--- config.mk ---
export PLATFORM = sky130hd
export DESIGN_NAME = mul_stack_unit
export DESIGN_NICKNAME = d
export VERILOG_FILES = /design/src/rtl/mulstk_pkg.sv /design/src/rtl/mulstk_seq.sv /design/src/rtl/mulstk_core.sv /design/src/rtl/mulstk_wb.sv /design/src/rtl/mul_stack_unit.sv
export SDC_FILE = /design/constraint.sdc
export NUM_CORES = 1
export LEC_CHECK = 0
export ABC_AREA = 1
export BUFFER_PORTS_ARGS = -buffer_cell sky130_fd_sc_hd__buf_2
export CAP_MARGIN = 15
export CORE_ASPECT_RATIO = 2
export CORE_MARGIN = 3
export CORE_UTILIZATION = 40
export DETAILED_ROUTE_END_ITERATION = 6
export GPL_TIMING_DRIVEN = 0
export PLACE_DENSITY = 0.7
export SYNTH_ARGS = -nofsm -noshare
export SYNTH_HDL_FRONTEND = slang
export SYNTH_SLANG_ARGS = --single-unit
--- constraint.sdc ---
create_clock -name clk -period 2.1 [get_ports clk]
set_input_delay 0.105 -clock clk [delete_from_list [all_inputs] [get_ports clk]]
set_output_delay 0.105 -clock clk [all_outputs]
set_load 0.01 [all_outputs]
--- src/rtl/mulstk_pkg.sv ---
package mulstk_pkg;
  localparam int DEF_DATA_W  = 8;
  localparam int DEF_LATENCY = 15;

  function automatic int cnt_width(input int latency);
    return (latency < 2) ? 1 : $clog2(latency);
  endfunction
endpackage

--- src/rtl/mulstk_seq.sv ---
module mulstk_seq #(
  parameter int DATA_W  = mulstk_pkg::DEF_DATA_W,
  parameter int LATENCY = mulstk_pkg::DEF_LATENCY
) (
  input  logic clk,
  input  logic rst,
  input  logic start,
  output logic load,
  output logic step,
  output logic wr_go,
  output logic busy,
  output logic done
);
  localparam int CW = mulstk_pkg::cnt_width(LATENCY);
  localparam logic [CW-1:0] LAST   = CW'(LATENCY - 1);
  localparam logic [CW-1:0] NSTEPS = CW'(DATA_W);

  logic [CW-1:0] cnt;

  assign load  = start && !busy;
  assign step  = busy && (cnt < NSTEPS);
  assign wr_go = busy && (cnt == NSTEPS);

  always_ff @(posedge clk) begin
    if (rst) begin
      busy <= 1'b0;
      done <= 1'b0;
      cnt  <= '0;
    end else begin
      done <= 1'b0;
      if (!busy) begin
        if (start) begin
          busy <= 1'b1;
          cnt  <= '0;
        end
      end else begin
        cnt <= cnt + 1'b1;
        if (cnt == LAST) begin
          busy <= 1'b0;
          done <= 1'b1;
        end
      end
    end
  end

  // completion is a single-cycle pulse
  assert_done_pulse_R5: assert property (@(posedge clk) disable iff (rst)
    done |=> !done);

  // a start during an operation does not disturb the busy window
  assert_start_ignored_R6: assert property (@(posedge clk) disable iff (rst)
    (busy && start && cnt != LAST) |=> (busy && cnt == $past(cnt) + 1'b1));
endmodule

--- src/rtl/mulstk_core.sv ---
module mulstk_core #(
  parameter int DATA_W = mulstk_pkg::DEF_DATA_W
) (
  input  logic                  clk,
  input  logic                  rst,
  input  logic                  load,
  input  logic                  step,
  input  logic [DATA_W-1:0]     mcand,
  input  logic [DATA_W-1:0]     mplier,
  output logic [2*DATA_W-1:0]   prod
);
  logic [DATA_W-1:0] mcand_r;
  logic [DATA_W:0]   partial;

  // Add the multiplicand into the upper half when the current low bit is set.
  assign partial = {1'b0, prod[2*DATA_W-1:DATA_W]} +
                   {1'b0, (prod[0] ? mcand_r : {DATA_W{1'b0}})};

  always_ff @(posedge clk) begin
    if (rst) begin
      mcand_r <= '0;
      prod    <= '0;
    end else if (load) begin
      mcand_r <= mcand;
      prod    <= {{DATA_W{1'b0}}, mplier};
    end else if (step) begin
      prod    <= {partial, prod[DATA_W-1:1]};
    end
  end

  // the product register holds while no load or step is requested
  assert_hold_R9: assert property (@(posedge clk) disable iff (rst)
    (!load && !step) |=> $stable(prod));
endmodule

--- src/rtl/mulstk_wb.sv ---
module mulstk_wb #(
  parameter int                 DATA_W     = mulstk_pkg::DEF_DATA_W,
  parameter logic [DATA_W-1:0]  STACK_PAGE = 8'h01
) (
  input  logic                  clk,
  input  logic                  rst,
  input  logic                  load,
  input  logic                  wr_go,
  input  logic [DATA_W-1:0]     sp_in,
  input  logic [2*DATA_W-1:0]   prod,
  output logic [DATA_W-1:0]     acc_out,
  output logic [DATA_W-1:0]     sp_out,
  output logic                  wr_en,
  output logic [2*DATA_W-1:0]   wr_addr,
  output logic [DATA_W-1:0]     wr_data
);
  logic [DATA_W-1:0] sp_cap;

  always_ff @(posedge clk) begin
    if (rst) begin
      sp_cap  <= '0;
      acc_out <= '0;
      sp_out  <= '0;
      wr_en   <= 1'b0;
      wr_addr <= '0;
      wr_data <= '0;
    end else begin
      wr_en <= 1'b0;
      if (load) sp_cap <= sp_in;
      if (wr_go) begin
        wr_en   <= 1'b1;
        wr_addr <= {STACK_PAGE, sp_cap};
        wr_data <= prod[2*DATA_W-1:DATA_W];
        acc_out <= prod[DATA_W-1:0];
        sp_out  <= sp_cap - DATA_W'(1);
      end
    end
  end

  // the write request lasts one cycle
  assert_wr_single_R2: assert property (@(posedge clk) disable iff (rst)
    wr_en |=> !wr_en);

  // the returned pointer sits one below the written slot
  assert_sp_dec_R4: assert property (@(posedge clk) disable iff (rst)
    wr_en |-> (sp_out == wr_addr[DATA_W-1:0] - DATA_W'(1)));

  // the write goes to the stack page
  assert_page_R3: assert property (@(posedge clk) disable iff (rst)
    wr_en |-> (wr_addr[2*DATA_W-1:DATA_W] == STACK_PAGE));
endmodule

--- src/rtl/mul_stack_unit.sv ---
module mul_stack_unit #(
  parameter int                 DATA_W     = mulstk_pkg::DEF_DATA_W,
  parameter int                 LATENCY    = mulstk_pkg::DEF_LATENCY,
  parameter logic [DATA_W-1:0]  STACK_PAGE = 8'h01
) (
  input  logic                  clk,
  input  logic                  rst,
  input  logic                  start,
  input  logic [DATA_W-1:0]     acc_in,
  input  logic [DATA_W-1:0]     opnd_in,
  input  logic [DATA_W-1:0]     sp_in,
  output logic                  busy,
  output logic                  done,
  output logic [DATA_W-1:0]     acc_out,
  output logic [DATA_W-1:0]     sp_out,
  output logic                  wr_en,
  output logic [2*DATA_W-1:0]   wr_addr,
  output logic [DATA_W-1:0]     wr_data
);
  logic                 load, step, wr_go;
  logic [2*DATA_W-1:0]  prod;

  mulstk_seq #(.DATA_W(DATA_W), .LATENCY(LATENCY)) u_seq (
    .clk(clk), .rst(rst), .start(start),
    .load(load), .step(step), .wr_go(wr_go),
    .busy(busy), .done(done)
  );

  mulstk_core #(.DATA_W(DATA_W)) u_core (
    .clk(clk), .rst(rst), .load(load), .step(step),
    .mcand(acc_in), .mplier(opnd_in), .prod(prod)
  );

  mulstk_wb #(.DATA_W(DATA_W), .STACK_PAGE(STACK_PAGE)) u_wb (
    .clk(clk), .rst(rst), .load(load), .wr_go(wr_go),
    .sp_in(sp_in), .prod(prod),
    .acc_out(acc_out), .sp_out(sp_out),
    .wr_en(wr_en), .wr_addr(wr_addr), .wr_data(wr_data)
  );

  // the stack write happens inside the busy window
  assert_wr_in_busy_R8: assert property (@(posedge clk) disable iff (rst)
    wr_en |-> (busy && !done));

  // nothing is signalled out of reset
  assert_reset_quiet_R7: assert property (@(posedge clk)
    rst |=> (!busy && !done && !wr_en));
endmodule

# --- After elaboration in Yosys (flattened, before gate mapping) ---
# Cells that the tools add are included.
word_totals:
  register_bits: 72
  ramBits: 0
  inputBits: 27
  latch_bits: 0
  mem_bits_ro: 0
  n_memories: 0
  wordCells: 37
op_classes:
  bitwise: 1
  n_eq_ne: 2
  mux: 10
  shifts: 0
  n_div: 0
  n_addsub: 3
  n_mul: 0
  n_reduce_logical: 8
  n_lt_le_gt_ge: 1
ops:
  columns: ["operator", "n"]
  rows:
  - ["two-way mux 8 bit", 3]
  - ["adder 8 x 8 -> 9 bit", 1]
  - ["== test 4 bit (second input constant)", 2]
  - ["two-way mux 4 bit", 2]
  - ["subtractor 8 x 1 -> 8 bit (second input constant)", 1]
  - ["two-way mux 1 bit", 5]
  - ["adder 4 x 1 -> 4 bit (second input constant)", 1]
  - ["less-than comparator 4 bit (second input constant)", 1]
  - ["nonzero test 2 bit", 2]
  - ["OR reduction 2 bit", 2]
  - ["logical AND 1 bit", 3]
  - ["zero test 1 bit", 1]
  - ["NOT 1 bit", 1]

# --- Longest topological paths before layout ---
# Gate-level depths: netlist of run 1.
depth:
  word_depth: 4
  depth_mapped: 13

# --- Cells and area by module ---
# A second synthesis of run 1 with hierarchy kept.
hier_totals:
  cells_unflattened: 443
  hier_area_um2: 3320.7
by_module_without_submodules:
  columns: ["module", "n_inst", "cells_per_inst", "area_per_inst_um2"]
  rows:
  - ["mulstk_wb", 1, 213, 1647.8]
  - ["mulstk_core", 1, 186, 1361.3]
  - ["mulstk_seq", 1, 44, 311.5]

# --- Worst setup path before layout of run 1 ---
# Ideal clock, no wire load.
synth_timing:
  path_kind: "reg-to-reg"
  from: "register u_core.prod[0]"
  to: "register u_core.prod[13]"
  path_stages_with_launch: 14
  setup_ns: 0.109
  required_ns: 1.991
  slack_ns: 0.360
  period_less_slack_ns: 1.740
  n_path_buf: 1
  arrival_time_ns: 1.631
  cell_sequence: "dfxtp_1 clkbuf_1 nand2_1 inv_1 ha_1 fa_1 nand2_1 nand2_1 nand3b_1 nand2_1 nand2_1 nand3_1 nand2_1 inv_1"
synth_between:
  elab_chain_cells: 2
synth_rtl:
  columns: ["item", "line", "text"]
  rows:
  - ["start, declared", "mulstk_core.sv:10", "output logic [2*DATA_W-1:0] prod"]
  - ["start signal, assigned", "mulstk_core.sv:25", "prod <= {{DATA_W{1'b0}}, mplier};"]
  - ["start signal, assigned", "mulstk_core.sv:27", "prod <= {partial, prod[DATA_W-1:1]};"]
  - ["two-way mux 8 bit", "mulstk_core.sv:17", "{1'b0, (prod[0] ? mcand_r : {DATA_W{1'b0}})};"]
  - ["adder 8 x 8 -> 9 bit", "mulstk_core.sv:16", "assign partial = {1'b0, prod[2*DATA_W-1:DATA_W]} +"]
# No other way between the ends.
# A chain may end at the register's enable or synchronous reset.

# --- Worst setup path in the final report of run 1 ---
# Same ends and word-level chain as after synthesis.

==> impl_metrics.yaml, run 1 <==
worst_setup_path:
  path_cells: "nand2_1, inv_1, ha_1, fa_1, nand2_1, nand2_1, nand3b_1, nand2_1, nand2_1, nand3_1, nand2_1, inv_1"
  crit_fanout: 10
  critPathCaptureType: "flop"
  critPathLaunchType: "flop"
  worstSetupPathType: "reg2reg"
  max_stage_delay_ns: 0.41
  critPathArrivalTime_ns: 2.15
  critical-path-slowest-cell: "dfxtp_1"
  reg2reg_depth: 12
  critPathRequiredTime_ns: 2.33
  crit_top_cell: "nand2_1"
floorplanning:
  fp.dieArea_sq_um: 9233
  die_h_microns: 132.9
  initial_core_util: 0.4177
  die_w_microns: 69.46
  core_area_sq_um: 7714
  rows: 45
  ios: 70
power_and_ir_drop:
  power.leakage_nw: 1.983
  power_mw: 3.265
  vdd.ir_drop.worst_mv: 0.4565
  seq_power_share: 0.445
  p_int_mw: 2.507
  p_sw_frac: 0.2323
  comb_power_share: 0.090
  clkPwrFrac: 0.465
  switchingPower_mw: 0.7584
  power_density_nw_per_um2: 822.7
detailed_routing:
  ant_nets: 0
  avgViaCountPerCell: 4.856
  drtIter0Drc: 178
  via_count: 2943
  wirelength_microns: 7964
  drc_errors: 0
  wl_per_cell_microns: 13.14
  drtPass1Iterations: 4
synthesis:
  ys.flop_type: "dfxtp_1"
  synth_seq_cells: 72
  syn_area_per_cell_sq_um: 7.510
  synth_area_sq_um: 3222
  yosysSeqAreaShare: 0.4474
  synth_edf_count: 0
  netlist_instances: 429
  yosysWarnings: 0
  synth.distinct_cells: 34
  async_flop_share: 0
clocking:
  worstSkewPairLatency_ns: 0.33
  clk_path_buf_depth: 2
  clock_sinks: 72
  cts_resized: 0
  cts_tree: "done"
  cts-root-buf: "clkbuf_16"
  htreeDepth: 3
  clk_pin_slew_worst_paths_ns: 0.05
  numCtsBuffers: 9
  hold_buffers: 0
  post-cts-setup-buffer-count: 0
timing:
  fmax_mhz: 522.6
  setup_violations: 0
  whs_ns: 0.01424
  slew_viol_final: 0
  slew_headroom: 0.6630
  fin_crit_ns: 1.913
  fin_setup_tns_ns: 0
  finalCritPeriodShare: 0.9111
  fin_skew_ns: 0.003728
  setup_ws_ns: 0.1867
  hold_viol: 0
  worst_pin_slew_ns: 0.5055
  rsz0062_at_grt: "no"
placement:
  routabilityCongestion: 0.8165
  io_buffers: 62
  hpwl_microns: 6112
  dp_slack_ns: 0.1128
finish:
  utilization: 0.5145
  n_fill_cell: 756
  layout.nets: 547
  antenna_cells: 0
  drive_gt1_frac: 0.2188
  area.growth.synth_to_final_pct: 23.18
grt:
  grtUsageTotal: 0.1783
  grt_pass1_vias: 2914
  grt_overflow: 0
  antenna_found_initial: 0
  grt_start_max_net_pins: 12
  grt_pass1_wl_microns: 13060
min_path:
  hold_path.class: "in2reg"
  whs_path_depth: 3
job:
  max-cap-violations: 0
outcome:
  outcome: "complete, no violations"
[final cells by class]
cell class	count	area, sq um	area share
flip-flops and latches	72	1441	0.3632
multi-input cells	282	1438	0.3622
repair buffers	62	310.3	0.07818
clock buffers	13	260.3	0.06557
inverters	54	202.7	0.05107
plain buffers	26	158.9	0.04004
well taps	94	117.6	0.02963
clock inverters	3	40.04	0.01009
[layout by cell type (no fill, tap or decap), types with 7 or more instances in the layout]
| master | synthesis | layout |
|---|---|---|
| dfxtp_1 | 72 | 72 |
| buf_2 | 6 | 68 |
| nand2_1 | 62 | 62 |
| nor2_1 | 53 | 53 |
| inv_1 | 49 | 49 |
| o21ai_0 | 45 | 45 |
| a21oi_1 | 39 | 39 |
| nand3_1 | 15 | 15 |
| o21ai_1 | 15 | 15 |
| buf_4 | 12 | 12 |
| ha_1 | 12 | 12 |
| clkbuf_16 | 0 | 9 |
| clkbuf_1 | 6 | 7 |
| conb_1 | 1 | 7 |
[critical path: cells and delay by family (launching register included)]
kind | cells | cell delay [ns]
buf+inv | 2 | 0.08
simple gates | 8 | 0.71
fa+ha+maj | 2 | 0.60
flops | 1 | 0.41
[metrics by stage]
step / instance area, sq um / std cells
floorplan: 3244 / 435
global placement: 3672 / 591
detailed placement: 3672 / 591
CTS: 3973 / 607
global route: 3969 / 606
finish: 3969 / 606
[routing by layer]
layer  part of all wire  wire length, microns  global-route usage  vias to the layer above
met5                  0                     0                   0                        -
met4              0.025                   196             0.08370                        0
met3              0.051                   406             0.04791                       16
met2               0.57                  4522              0.3484                       67
met1               0.36                  2839              0.1644                     1329
li1                   -                     -                   -                     1531
[power groups by stage]
stage	clock network, mW	registers [mW]	logic [mW]
2_1_floorplan	0	1.47	0.211
3_3_place_gp	0	1.47	0.294
3_5_place_dp	0	1.48	0.298
4_1_cts	1.55	1.45	0.300
5_1_grt	1.59	1.46	0.337
6_report	1.52	1.45	0.294
[worst paths after layout]
kind | slack [ns] | end | from
max | 0.19 | u_core.prod[13] | u_core.prod[0]
min | 0.01 | u_core.mcand_r[4] | acc_in[4]
max reg2reg | 0.19 | u_core.prod[13] | u_core.prod[0]
min reg2reg | 0.46 | u_wb.acc_out[7] | u_core.prod[7]
[cells by family after synthesis]
family                   after synthesis  synth area share
XOR/XNOR                               3          0.008157
AND/OR/NAND/NOR                      151            0.2019
adder cells (fa/ha/maj)               13           0.05281
other                                  1          0.001164
AO/OA/AOI/OAI                        108            0.1751
buffers and inverters                 81            0.1134
flip-flops                            72            0.4474
[synth_stat cells, types with 2 or more instances]
cell	n	share of area
a211oi_1	2	0.0047
a21oi_1	39	0.061
a31oi_1	3	0.0058
buf_2	6	0.0093
buf_4	12	0.028
clkbuf_1	6	0.0070
dfxtp_1	72	0.45
ha_1	12	0.047
inv_1	49	0.057
inv_2	5	0.0058
nand2_1	62	0.072
nand2_2	2	0.0039
nand3_1	15	0.023
nand3b_1	3	0.0070
nand4_1	3	0.0058
nor2_1	53	0.062
nor2_2	3	0.0058
nor3_1	3	0.0047
nor3_2	2	0.0062
nor4_1	2	0.0039
o211ai_1	2	0.0047
o21ai_0	45	0.070
o21ai_1	15	0.023
or2_2	2	0.0039
xor2_1	2	0.0054
[sequential cells by signal, summed over array words and instances, names as in the netlist]
name / flops
u_wb.wr_addr: 9
u_wb.sp_out: 8
u_seq.done: 1
u_seq.cnt: 4
u_seq.busy: 1
u_core.prod: 16
u_wb.wr_data: 8
u_wb.sp_cap: 8
u_wb.wr_en: 1
u_core.mcand_r: 8
u_wb.acc_out: 8
Note: power is estimated with default switching activity, not from simulation.
==> inputs of run 2 (changes only) <==
--- a/config.mk
+++ b/config.mk
@@ -8,7 +8,6 @@
 export ABC_AREA = 1
 export BUFFER_PORTS_ARGS = -buffer_cell sky130_fd_sc_hd__buf_2
 export CAP_MARGIN = 15
-export CORE_ASPECT_RATIO = 2
 export CORE_MARGIN = 3
 export CORE_UTILIZATION = 40
 export DETAILED_ROUTE_END_ITERATION = 6
==> run 2 against run 1 <==
Via count rose by 1.8%. Maximum frequency grew 1.1%. Clock skew rose by 0.0038 ns. Sequential share of layout area rose by 0.76 points. Design area shrank 2.0%. Clock power shrank 24%. Power shrank 11%. Critical path type unchanged. Highest routed layer unchanged.
==> impl_metrics.yaml, run 2 (synthesized netlist as in run 1, its figures left out) <==
floorplanning:
  die_h_microns: 95.75
  fp.dieArea_sq_um: 9167
  initial_core_util: 0.4148
  die_w_microns: 95.75
  rows: 32
  ios: 70
  core_area_sq_um: 7767
clocking:
  clk_pin_slew_worst_paths_ns: 0.07
  worstSkewPairLatency_ns: 0.34
  clock_sinks: 72
  htreeDepth: 3
  cts_resized: 0
  numCtsBuffers: 9
  cts-root-buf: "clkbuf_8"
  cts_tree: "done"
  clk_path_buf_depth: 2
  post-cts-setup-buffer-count: 0
  hold_buffers: 0
worst_setup_path:
  r2r_slack_ns: 0.21
  crit_fanout: 10
  cp-startpoint: "u_core.prod[0]"
  timing.rr.start: "u_core.prod[0]"
  critPathLaunchType: "flop"
  worstSetupPathType: "reg2reg"
  crit_end: "u_core.prod[13]"
  critPathCaptureType: "flop"
  worstReg2RegEnd: "u_core.prod[13]"
  critPathRequiredTime_ns: 2.34
  critPathArrivalTime_ns: 2.13
  reg2reg_depth: 12
placement:
  hpwl_microns: 5693
  io_buffers: 62
  dp_slack_ns: 0.1161
  routabilityCongestion: 0.8901
timing:
  fmax_mhz: 528.2
  setup_ws_ns: 0.2067
  fin_crit_ns: 1.893
  rsz0062_at_grt: "no"
  slew_viol_final: 0
  slew_headroom: 0.6417
  finalCritPeriodShare: 0.9016
  fin_skew_ns: 0.007545
  hold_viol: 0
  worst_pin_slew_ns: 0.5374
  setup_violations: 0
  fin_setup_tns_ns: 0
finish:
  largest_register_ff_count: 16
  drive_gt1_frac: 0.2211
  antenna_cells: 0
  layout.nets: 547
  area.growth.synth_to_final_pct: 20.66
  utilization: 0.5005
  reg.largest.list: "u_core.prod (16), u_wb.wr_addr (9)"
  layout_commonest_cell: "dfxtp_1"
  final_cell_mix: "72 x dfxtp_1, 68 x buf_2, 62 x nand2_1, 53 x nor2_1, 49 x inv_1"
  top_register: "u_core.prod"
power_and_ir_drop:
  vdd.ir_drop.worst_mv: 0.2966
  switchingPower_mw: 0.7238
  p_int_mw: 2.182
  power_density_nw_per_um2: 747.5
  seq_power_share: 0.499
  clkPwrFrac: 0.400
  p_sw_frac: 0.2491
  power.leakage_nw: 1.935
  comb_power_share: 0.101
min_path:
  hold_path.class: "in2reg"
grt:
  grt_pass1_vias: 2678
  grt_pass1_wl_microns: 12170
  grt_start_max_net_pins: 13
  grtUsageTotal: 0.1728
  grt_overflow: 0
  antenna_found_initial: 0
detailed_routing:
  via_count: 2997
  drt-met1-wl_microns: 3341
  wl_per_cell_microns: 12.62
  wirelength_microns: 7739
  wl_met2_microns: 3752
  wl_met3_microns: 452
  drtPass1Iterations: 4
  ant_nets: 0
  drtIter0Drc: 152
  drc_errors: 0
  top_layer: "met4"
  avgViaCountPerCell: 4.889
job:
  max-cap-violations: 0
outcome:
  outcome: "complete, no violations"
[run 2: cell types whose count changed in the layout (fill, tap and decap cells not counted)]
cell / before / now
clkbuf_16: 9 / 0
clkinvlp_4: 0 / 2
bufinv_16: 1 / 2
clkbuf_1: 7 / 5
clkbuf_8: 2 / 9
[run 2: routing by layer]
layer  vias to the layer above  GRT usage
met5                         -          0
met4                         0    0.08057
met3                        19    0.02815
met2                        98     0.2959
met1                      1349     0.2114
li1                       1531          -
[run 2: layout make-up]
| type | count | area, sq um |
|---|---|---|
| Buffer | 26 | 158.9 |
| Clock buffer | 9 | 123.9 |
| Clock inverter | 6 | 85.08 |
| Fill cell | 773 | 3880 |
| Inverter | 54 | 202.7 |
| Multi-Input combinational cell | 282 | 1438 |
| Sequential cell | 72 | 1441 |
| Tap cell | 102 | 127.6 |
| Timing Repair Buffer | 62 | 310.3 |
[run 2: worst min path at each step]
stage / start / to / slack (ns) / cells past startpoint
3_5_place_dp: acc_in[3] / u_core.mcand_r[3] / 0.36 / 3
2_1_floorplan: rst / u_seq.done / 0.18 / 1
4_1_cts: acc_in[4] / u_core.mcand_r[4] / 0.005 / 3
5_1_grt: acc_in[4] / u_core.mcand_r[4] / 0.02 / 3
6_report: acc_in[3] / u_core.mcand_r[3] / 0.01 / 3
3_3_place_gp: acc_in[3] / u_core.mcand_r[3] / 0.36 / 3
[run 2: power groups by stage]
stage,Combinational (mW),Sequential [mW],Clock [mW]
6_report,0.294,1.45,1.16
5_1_grt,0.337,1.45,1.24
4_1_cts,0.297,1.44,1.19
3_5_place_dp,0.295,1.48,0
3_3_place_gp,0.289,1.48,0
2_1_floorplan,0.211,1.47,0
[run 2: worst max-delay path, cell delays in order, from the launching register on]
cell and delay [ns]:
dfxtp_1 0.43, nand2_1 0.12, inv_1 0.04, ha_1 0.21
fa_1 0.42, nand2_1 0.08, nand2_1 0.08, nand3b_1 0.12
nand2_1 0.08, nand2_1 0.06, nand3_1 0.06, nand2_1 0.06
inv_1 0.03
[run 2: metrics by stage]
step | hold WS [ns] | total power [mW] | cell area, sq um | std cells
2_1_floorplan | 0.1823 | 1.680 | 3244 | 435
3_3_place_gp | 0.3551 | 1.764 | 3682 | 599
3_5_place_dp | 0.3616 | 1.771 | 3682 | 599
4_1_cts | 0.005068 | 2.929 | 3891 | 614
5_1_grt | 0.01680 | 3.026 | 3887 | 613
6_report | 0.01312 | 2.906 | 3887 | 613
==> inputs of run 3 (changes only) <==
--- a/config.mk
+++ b/config.mk
@@ -6,13 +6,15 @@
 export NUM_CORES = 1
 export LEC_CHECK = 0
 export ABC_AREA = 1
+export ABC_CLOCK_PERIOD_IN_PS = 2100
 export BUFFER_PORTS_ARGS = -buffer_cell sky130_fd_sc_hd__buf_2
 export CAP_MARGIN = 15
 export CORE_MARGIN = 3
-export CORE_UTILIZATION = 40
+export CORE_UTILIZATION = 53
 export DETAILED_ROUTE_END_ITERATION = 6
+export GPL_ROUTABILITY_DRIVEN = 0
 export GPL_TIMING_DRIVEN = 0
-export PLACE_DENSITY = 0.7
+export PLACE_DENSITY = 0.86
 export SYNTH_ARGS = -nofsm -noshare
 export SYNTH_HDL_FRONTEND = slang
 export SYNTH_SLANG_ARGS = --single-unit
==> run 3 against run 2 <==
Worst hold slack worse by 0.0047 ns. Critical path type unchanged. Critical endpoint is now u_core.prod[15]. Sequential cell count unchanged. Sequential share of layout area decreased by 0.43 points. Sequential power hardly changed. Wire length grew 1.4%. Highest routed layer unchanged. Largest power group unchanged. Register-to-register slack got worse by 0.02 ns.
==> impl_metrics.yaml, run 3 (synthesized netlist as in run 1, its figures left out) <==
outcome:
  outcome: "complete, no violations"
timing:
  fin_setup_tns_ns: 0
  rsz0062_at_grt: "no"
  setup_violations: 0
  whs_ns: 0.008470
  slew_viol_final: 0
  hold_viol: 0
  setup_ws_ns: 0.1837
  worst_pin_slew_ns: 0.5385
  fmax_mhz: 521.8
  slew_headroom: 0.6410
  fin_crit_ns: 1.916
  fin_skew_ns: 0.01081
  finalCritPeriodShare: 0.9125
detailed_routing:
  avgViaCountPerCell: 5.244
  wl_per_cell_microns: 13.32
  ant_nets: 0
  drtPass1Iterations: 5
  wirelength_microns: 7848
  via_count: 3089
  drc_errors: 0
  drtIter0Drc: 205
finish:
  final_cell_mix: "71 x dfxtp_1, 68 x buf_2, 62 x nand2_1, 53 x nor2_1, 49 x inv_1"
  drive_gt1_frac: 0.2205
  layout.nets: 552
  reg.largest.list: "u_core.prod (16), u_wb.wr_addr (9)"
  top_register: "u_core.prod"
  antenna_cells: 0
  largest_register_ff_count: 16
  final_area_sq_um: 3936
  utilization: 0.6895
  layout_commonest_cell: "dfxtp_1"
  fin_cells: 589
  area.growth.synth_to_final_pct: 22.17
floorplanning:
  ios: 70
  core_area_sq_um: 5709
  die_w_microns: 83.97
  die_h_microns: 83.97
  fp.dieArea_sq_um: 7050
  rows: 27
  initial_core_util: 0.5643
grt:
  grtUsageTotal: 0.2253
  grt_pass1_vias: 2751
  grt_pass1_wl_microns: 12700
  grt_start_max_net_pins: 14
  grt_overflow: 0
  antenna_found_initial: 0
worst_setup_path:
  critPathCaptureType: "flop"
  critPathArrivalTime_ns: 2.17
  critPathLaunchType: "flop"
  r2r_slack_ns: 0.18
  critPathRequiredTime_ns: 2.35
  crit_fanout: 10
  timing.rr.start: "u_core.prod[0]"
  worstSetupPathType: "reg2reg"
  cp-startpoint: "u_core.prod[0]"
clocking:
  cts-root-buf: "clkbuf_8"
  clk_path_buf_depth: 2
  clk_pin_slew_worst_paths_ns: 0.08
  clock_sinks: 72
  cts_tree: "done"
  worstSkewPairLatency_ns: 0.36
  htreeDepth: 3
  post-cts-setup-buffer-count: 0
  numCtsBuffers: 9
placement:
  io_buffers: 62
  place_inst: 569
  dpl-instance-area_sq_um: 3645
  hpwl_microns: 5677
  dp_slack_ns: 0.02378
job:
  max-cap-violations: 0
min_path:
  hold_path.class: "in2reg"
  holdCritStartpoint: "acc_in[3]"
power_and_ir_drop:
  power.leakage_nw: 1.976
  vdd.ir_drop.worst_mv: 0.5435
  power_density_nw_per_um2: 784.7
  power_mw: 3.089
==> run 3: cell count changes in the layout (fill, tap and decap cells not counted), sizes merged <==
cell / previous run / this run
clkbuf: 15 / 16
inv: 54 / 55
clkinvlp: 2 / 0
dlygate4sd3: 0 / 5
bufinv: 2 / 3
==> run 3: timing repair <==
item	CTS	global route
endpoints found under the setup margin	0	4
hold buffers	5	0
hold endpoints to repair	5	0
resized for setup	0	1
==> run 3: path summary, 6_finish.rpt <==
kind | endpoint | depth (start not counted)
setup reg to reg | u_core.prod[15] | 12
hold reg to reg | u_wb.acc_out[5] | 2
setup / recovery | u_core.prod[15] | 12
hold / removal | u_core.mcand_r[3] | 3
==> run 3: layout make-up <==
type	count	area (sq um)
fillers	465	1773
flip-flops and latches	72	1443
multi-input cells	282	1438
repair buffers	67	360.3
inverters	54	202.7
plain buffers	26	158.9
clock buffers	10	127.6
clock inverters	6	116.4
well taps	72	90.09
==> run 3: worst max-delay path: stages, from the launching register on <==
cell	delay [ns]
dfxtp_2	0.39
nand2_1	0.11
inv_1	0.05
ha_1	0.21
fa_1	0.42
nand2_1	0.08
nand2_1	0.08
nand3b_1	0.13
nand2_1	0.08
nand3_1	0.08
nand2_1	0.07
nand2_1	0.07
inv_1	0.03
==> run 3: where the power goes <==
group | total (mW) | internal, mW | switching, mW
combinational | 0.304 | 0.116 | 0.188
sequential | 1.45 | 1.42 | 0.0353
clock | 1.33 | 0.797 | 0.537
total | 3.09 | 2.33 | 0.760
==> run 3: layer usage <==
layer / global-route usage / up-vias / routed length, microns
li1: - / 1536 / -
met1: 0.2944 / 1390 / 3353
met2: 0.3449 / 141 / 3599
met3: 0.05331 / 22 / 652
met4: 0.1170 / 0 / 243
met5: 0 / - / 0
